[src/rtl/tcpu_pkg.sv]
package tcpu_pkg;

    typedef enum logic [3:0] {
        OP_LOAD  = 4'h0,
        OP_STORE = 4'h1,
        OP_MOVE  = 4'h2,
        OP_ADD   = 4'h3,
        OP_SUB   = 4'h4,
        OP_AND   = 4'h5,
        OP_OR    = 4'h6,
        OP_XOR   = 4'h7,
        OP_CMP   = 4'h8,
        OP_JMP   = 4'h9,
        OP_JE    = 4'hA,
        OP_JNE   = 4'hB,
        OP_JG    = 4'hC,
        OP_JLT   = 4'hD,
        OP_SPARE = 4'hE,
        OP_HALT  = 4'hF
    } opcode_e;

    typedef enum logic [2:0] {
        S_FETCH,
        S_DECODE,
        S_EXEC,
        S_UPDATE,
        S_STOPPED
    } state_e;

    typedef struct packed {
        logic eq;
        logic gt;
        logic lt;
    } cond_t;

endpackage

[src/rtl/tcpu_regfile.sv]
module tcpu_regfile #(
    parameter int DATA_W = 16,
    parameter int NREG   = 4,
    localparam int SEL_W = $clog2(NREG)
) (
    input  logic                   clk,
    input  logic                   rst,
    input  logic                   we,
    input  logic [SEL_W-1:0]       waddr,
    input  logic [DATA_W-1:0]      wdata,
    input  logic [SEL_W-1:0]       raddr_a,
    input  logic [SEL_W-1:0]       raddr_b,
    output logic [DATA_W-1:0]      rdata_a,
    output logic [DATA_W-1:0]      rdata_b,
    output logic [NREG*DATA_W-1:0] all_regs
);
    logic [DATA_W-1:0] regs [NREG];

    always_ff @(posedge clk) begin
        if (rst) begin
            regs <= '{default: '0};
        end else if (we) begin
            regs[waddr] <= wdata;
        end
    end

    assign rdata_a = regs[raddr_a];
    assign rdata_b = regs[raddr_b];

    for (genvar g = 0; g < NREG; g++) begin : g_flat
        assign all_regs[g*DATA_W +: DATA_W] = regs[g];
    end
endmodule

[src/rtl/tcpu_alu.sv]
module tcpu_alu
    import tcpu_pkg::*;
#(
    parameter int DATA_W = 16
) (
    input  opcode_e           op,
    input  logic [DATA_W-1:0] a,
    input  logic [DATA_W-1:0] b,
    output logic [DATA_W-1:0] y,
    output cond_t             cmp
);
    always_comb begin
        case (op)
            OP_MOVE: y = a;
            OP_ADD:  y = a + b;
            OP_SUB:  y = a - b;
            OP_AND:  y = a & b;
            OP_OR:   y = a | b;
            OP_XOR:  y = a ^ b;
            default: y = a;
        endcase
    end

    always_comb begin
        cmp.eq = (a == b);
        cmp.gt = (a > b);
        cmp.lt = (a < b);
    end
endmodule

[src/rtl/tcpu_branch.sv]
module tcpu_branch
    import tcpu_pkg::*;
(
    input  opcode_e op,
    input  cond_t   cond,
    output logic    take
);
    always_comb begin
        case (op)
            OP_JMP:  take = 1'b1;
            OP_JE:   take = cond.eq;
            OP_JNE:  take = !cond.eq;
            OP_JG:   take = cond.gt;
            OP_JLT:  take = cond.lt;
            default: take = 1'b0;
        endcase
    end
endmodule

[src/rtl/tiny_seq_cpu.sv]
module tiny_seq_cpu
    import tcpu_pkg::*;
#(
    parameter int DATA_W  = 16,
    parameter int ADDR_W  = 16,
    parameter int INSTR_W = 32,
    parameter int NREG    = 4
) (
    input  logic                   clk,
    input  logic                   rst,
    output logic [ADDR_W-1:0]      mem_addr,
    output logic                   mem_re,
    output logic                   mem_we,
    output logic [INSTR_W-1:0]     mem_wdata,
    input  logic [INSTR_W-1:0]     mem_rdata,
    output logic                   halted,
    output logic [ADDR_W-1:0]      dbg_pc,
    output logic [2:0]             dbg_flags,
    output logic [NREG*DATA_W-1:0] dbg_regs
);
    localparam int SEL_W   = $clog2(NREG);
    localparam int OPC_LSB = INSTR_W - 4;
    localparam int RD_LSB  = OPC_LSB - SEL_W;
    localparam int RS1_LSB = RD_LSB - SEL_W;
    localparam int RS2_LSB = RS1_LSB - SEL_W;

    state_e               state, state_nx;
    logic [INSTR_W-1:0]   ir;
    logic [ADDR_W-1:0]    pc;
    cond_t                flags;

    opcode_e              op;
    logic [SEL_W-1:0]     rd, rs1, rs2;
    logic [ADDR_W-1:0]    tgt;
    logic [DATA_W-1:0]    rdata_a, rdata_b, alu_y, rf_wdata;
    cond_t                cmp;
    logic                 take, rf_we;

    assign op  = opcode_e'(ir[INSTR_W-1:OPC_LSB]);
    assign rd  = ir[RD_LSB  +: SEL_W];
    assign rs1 = ir[RS1_LSB +: SEL_W];
    assign rs2 = ir[RS2_LSB +: SEL_W];
    assign tgt = ir[ADDR_W-1:0];

    tcpu_regfile #(.DATA_W(DATA_W), .NREG(NREG)) i_regfile (
        .clk(clk), .rst(rst), .we(rf_we), .waddr(rd), .wdata(rf_wdata),
        .raddr_a(rs1), .raddr_b(rs2), .rdata_a(rdata_a), .rdata_b(rdata_b),
        .all_regs(dbg_regs)
    );

    tcpu_alu #(.DATA_W(DATA_W)) i_alu (
        .op(op), .a(rdata_a), .b(rdata_b), .y(alu_y), .cmp(cmp)
    );

    tcpu_branch i_branch (.op(op), .cond(flags), .take(take));

    // state register
    always_ff @(posedge clk) begin
        if (rst) state <= S_FETCH;
        else     state <= state_nx;
    end

    always_comb begin
        unique case (state)
            S_FETCH:   state_nx = S_DECODE;
            S_DECODE:  state_nx = S_EXEC;
            S_EXEC:    state_nx = (op == OP_HALT) ? S_STOPPED : S_UPDATE;
            S_UPDATE:  state_nx = S_FETCH;
            S_STOPPED: state_nx = S_STOPPED;
            default:   state_nx = S_FETCH;
        endcase
    end

    // datapath registers
    always_ff @(posedge clk) begin
        if (rst) begin
            ir    <= '0;
            pc    <= '0;
            flags <= '0;
        end else begin
            if (state == S_DECODE) ir <= mem_rdata;
            if (state == S_EXEC && op == OP_CMP) flags <= cmp;
            if (state == S_UPDATE) pc <= take ? tgt : pc + ADDR_W'(1);
        end
    end

    // outputs and register write control
    always_comb begin
        mem_re    = 1'b0;
        mem_we    = 1'b0;
        mem_addr  = tgt;
        mem_wdata = {{(INSTR_W-DATA_W){1'b0}}, rdata_a};
        rf_we     = 1'b0;
        rf_wdata  = alu_y;
        unique case (state)
            S_FETCH: begin
                mem_re   = 1'b1;
                mem_addr = pc;
            end
            S_EXEC: begin
                mem_re = (op == OP_LOAD);
                mem_we = (op == OP_STORE);
                rf_we  = (op inside {OP_MOVE, OP_ADD, OP_SUB, OP_AND, OP_OR, OP_XOR});
            end
            S_UPDATE: begin
                rf_we    = (op == OP_LOAD);
                rf_wdata = mem_rdata[DATA_W-1:0];
            end
            default: ;
        endcase
    end

    assign halted    = (state == S_STOPPED);
    assign dbg_pc    = pc;
    assign dbg_flags = flags;

    assert_fetch_at_pc_R2: assert property (@(posedge clk) disable iff (rst)
        state == S_FETCH |-> mem_re && mem_addr == pc);
    assert_reserved_zero_R3: assert property (@(posedge clk) disable iff (rst)
        state == S_EXEC |-> ir[RS2_LSB-1:ADDR_W] == '0);
    assert_single_cond_R7: assert property (@(posedge clk) disable iff (rst)
        $onehot0(flags));
    assert_cond_hold_R8: assert property (@(posedge clk) disable iff (rst)
        !(state == S_EXEC && op == OP_CMP) |=> $stable(flags));
    assert_pc_only_update_R12: assert property (@(posedge clk) disable iff (rst)
        state != S_UPDATE |=> $stable(pc));
    assert_stop_sticky_R11: assert property (@(posedge clk) disable iff (rst)
        halted |=> halted && $stable(pc));
    assert_stop_quiet_R11: assert property (@(posedge clk) disable iff (rst)
        halted |-> !mem_re && !mem_we);
endmodule

[config.mk]
export PLATFORM = sky130hd
export DESIGN_NAME = tiny_seq_cpu
export DESIGN_NICKNAME = d
export VERILOG_FILES = /design/src/rtl/tcpu_pkg.sv /design/src/rtl/tcpu_regfile.sv /design/src/rtl/tcpu_alu.sv /design/src/rtl/tcpu_branch.sv /design/src/rtl/tiny_seq_cpu.sv
export SDC_FILE = /design/constraint.sdc
export NUM_CORES = 1
export LEC_CHECK = 0
export BUFFER_PORTS_ARGS = -buffer_cell sky130_fd_sc_hd__buf_2
export CELL_PAD_IN_SITES_DETAIL_PLACEMENT = 1
export CELL_PAD_IN_SITES_GLOBAL_PLACEMENT = 1
export CORE_MARGIN = 2
export CORE_UTILIZATION = 45
export CTS_CLUSTER_SIZE = 40
export DETAILED_ROUTE_END_ITERATION = 6
export PLACE_DENSITY = 0.88
export SKIP_LAST_GASP = 1
export SLEW_MARGIN = 20
export SYNTH_ARGS = -nofsm -noshare
export SYNTH_HDL_FRONTEND = slang
export SYNTH_SLANG_ARGS = --single-unit
[constraint.sdc]
create_clock -name clk -period 8.6 [get_ports clk]
set_input_delay 0.43 -clock clk [delete_from_list [all_inputs] [get_ports clk]]
set_output_delay 0.43 -clock clk [all_outputs]
set_load 0.01 [all_outputs]
==> results.py <==
metrics = {
    "setup_path": {
        "worst-setup-path-type": "reg2reg",
        "r2r_end": "i_regfile.all_regs[46]",
        "start_kind": "flop",
        "cpLargestDelayFamily": "compound AO/OA/AOI/OAI gates",
        "r2r_cells": 11,
        "path_max_fanout": 17,
        "slowest_stage": "dfxtp_1",
        "crit_path_cell_trace": "mux4_2, inv_1, ha_1, fa_1, o21bai_1, a221oi_1, a211oi_1, o211ai_1, a21oi_1, a2111oi_2, o31ai_1",
        "worst-path-buf-inv": 1,
        "arrival_ns": 4.85,
        "critPathCaptureType": "flop",
        "critPathRequiredTime_ns": 8.82,
        "r2r-start": "ir[24]",
        "cpPeakStageDelay_ns": 0.96,
        "r2r_setup_slack_ns": 3.97,
        "crit_cells": 11,
    },
    "power": {
        "vdd_drop_max_v": 0.000115,
        "leakage_nw": 3.79,
        "power_density_nw_per_um2": 131,
    },
    "hold_path": {
        "min_from": "mem_rdata[25]",
        "whs_path_depth": 3,
        "whs_endpoint": "ir[25]",
        "worst_hold_path_type": "in2reg",
    },
    "cts": {
        "ctsResizeCount": 0,
        "hold_buffers": 0,
        "post_cts_buffers": 0,
        "insertion_delay_ns": 0.37,
        "path_clk_slew_ns": 0.08,
        "cts_buffers": 9,
        "cts_max_path_buffers": 2,
        "htreeDepth": 3,
        "cts_tree": "yes",
        "root_buffer": "clkbuf_16",
        "cts.sinks": 112,
    },
    "yosys": {
        "syn_area_per_cell_um2": 7.87,
        "async_reset_ff_frac": 0,
        "synth-edff-count": 0,
        "ys_warn_count": 0,
        "synthCells": 1094,
        "synth_common_cells": "nand2_1 (154), dfxtp_1 (112), a21oi_1 (104)",
        "yosysTopAreaCellShare": 0.261,
        "syn_area_um2": 8600,
        "synth.most_common_cell": "nand2_1",
        "synth_top_area_cell": "dfxtp_1",
        "synth_top_cells_by_area": "dfxtp_1 (26%), mux4_2 (8.4%), ha_1 (7.3%)",
        "ys_seq_elements": 112,
        "synth-seq-area-share": 0.261,
        "synth_cell_types": 76,
        "synth_flop_cell": "dfxtp_1",
    },
    "detailed_routing": {
        "vias": 9357,
        "routedWlPerCell_um": 24.7,
        "drt_wl_total_mm": 35.1,
        "dr.pass1.iters": 5,
        "final_antenna_net_count": 0,
        "drt-initial-drc-count": 949,
        "drc": 0,
        "viasPerCell": 6.58,
    },
    "job": {
        "maxCapViolations": 0,
    },
    "global_route": {
        "grt_pass1_vias": 9250,
        "grt_overflow": 0,
        "antenna_found_initial": 0,
        "grt_max_degree": 82,
        "grt_pass1_wl_mm": 53.7,
        "track_usage": 0.345,
    },
    "floorplan": {
        "num_rows": 50,
        "die_x_um": 142,
        "core_um2": 18700,
        "die_height_um": 142,
        "dieArea_um2": 20200,
        "num_io_pins": 168,
        "initial_core_util": 0.460,
    },
    "sta": {
        "rsz0062_at_grt": "false",
        "tns_ns": 0,
        "slew-limit-headroom": 0.208,
        "min_period_ns": 4.63,
        "finalSetupViolCount": 0,
        "skew_ns": 0.0116,
        "fin_ws_ns": 3.97,
        "hold_viol": 0,
        "tightest_slew_ns": 1.18,
        "max_freq_mhz": 216,
        "finalCritPeriodShare": 0.538,
        "slew_viol_final": 0,
    },
    "final_layout": {
        "n_antenna_cell": 0,
        "layout-drive-gt1-share": 0.205,
        "final_area_um2": 9670,
        "final_util": 0.517,
        "layout.nets": 1269,
        "area_growth_pct": 12.4,
    },
    "outcome": {
        "outcome": "complete, no violations",
    },
    "place": {
        "placed_area_um2": 9330,
        "gp_congestion": 0.942,
        "port-buffer-count": 145,
        "hpwl_mm": 25.2,
        "place_worst_setup_slack_ns": 4.06,
    },
}
[cell type report]
| type | instances | area, µm² |
|---|---|---|
| Clock buffer | 11 | 243 |
| Clock inverter | 5 | 86.3 |
| Fill cell | 2352 | 9030 |
| Inverter | 51 | 191 |
| Multi-Input combinational cell | 853 | 5810 |
| Sequential cell | 112 | 2240 |
| Tap cell | 234 | 293 |
| Timing Repair Buffer | 156 | 811 |
[state kept, by name (all words and copies together) (netlist names)]
| register | cells |
|---|---|
| dbg_flags | 3 |
| ir | 26 |
| state | 3 |
| dbg_pc | 16 |
| i_regfile.all_regs | 64 |
[report_power, final]
part	leakage, nW	total, W	switching (W)	internal [W]
Combinational	2.72	0.000245	0.000163	0.0000820
Sequential	0.906	0.000548	0.0000195	0.000529
Clock	0.161	0.000476	0.000210	0.000266
Total	3.79	0.00127	0.000392	0.000877
[per-stage QoR]
stage,std cells,total power [W],hold WS (ns)
floorplan,1109,0.000720,0.444
global placement,1406,0.000787,0.447
detailed placement,1406,0.000794,0.449
CTS,1422,0.00126,0.288
global route,1422,0.00131,0.306
finish,1422,0.00127,0.288
[how the worst max path moves through the flow]
| stage | from | slack [ns] | endpoint |
|---|---|---|---|
| 2_1_floorplan | ir[23] | 4.85 | i_regfile.all_regs[46] |
| 3_3_place_gp | ir[24] | 4.21 | i_regfile.all_regs[29] |
| 3_5_place_dp | ir[24] | 4.06 | i_regfile.all_regs[46] |
| 4_1_cts | ir[24] | 3.81 | i_regfile.all_regs[13] |
| 5_1_grt | ir[24] | 3.83 | i_regfile.all_regs[46] |
| 6_report | ir[24] | 3.97 | i_regfile.all_regs[46] |
[routing by layer]
metal  share of wire  vias to the layer above  GRT usage
met2            0.45                      482      0.540
li1                -                     4115          -
met3           0.091                       86     0.0710
met1            0.42                     4674      0.464
met5               0                        -          0
met4           0.036                        0      0.145
[logic make-up after synthesis]
group	after synthesis	synth area share
AOI/OAI and AO/OA	329	0.246
xor gates and xnor gates	8	0.00814
adders and majority gates	52	0.0774
buffers and inverters	144	0.0737
DFF	112	0.261
muxes	58	0.116
other	1	0.000436
and+or+nand+nor	390	0.218
[cells in the final DEF, fill, tap and decap left out, types with 10 or more instances in the layout]
cell / count
a211oi_1: 28
a21oi_1: 104
a31oi_1: 16
buf_2: 144
buf_4: 12
conb_1: 16
dfxtp_1: 112
ha_1: 50
inv_1: 51
mux2_2: 16
mux2i_1: 10
mux4_2: 32
nand2_1: 154
nand2b_1: 11
nand3_1: 17
nand3b_1: 25
nor2_1: 83
nor2b_1: 17
nor3_1: 21
o21ai_0: 60
o22ai_1: 18
o31ai_1: 13
[worst register-to-register path, delay by kind of cell (launching register included)]
kind,cells,cell delay [ns]
adders and majority gates,2,0.50
buffers and inverters,1,0.12
muxes,1,0.71
DFF,1,0.96
AOI/OAI and AO/OA,7,2.19
(Power assumes the default switching activity.)
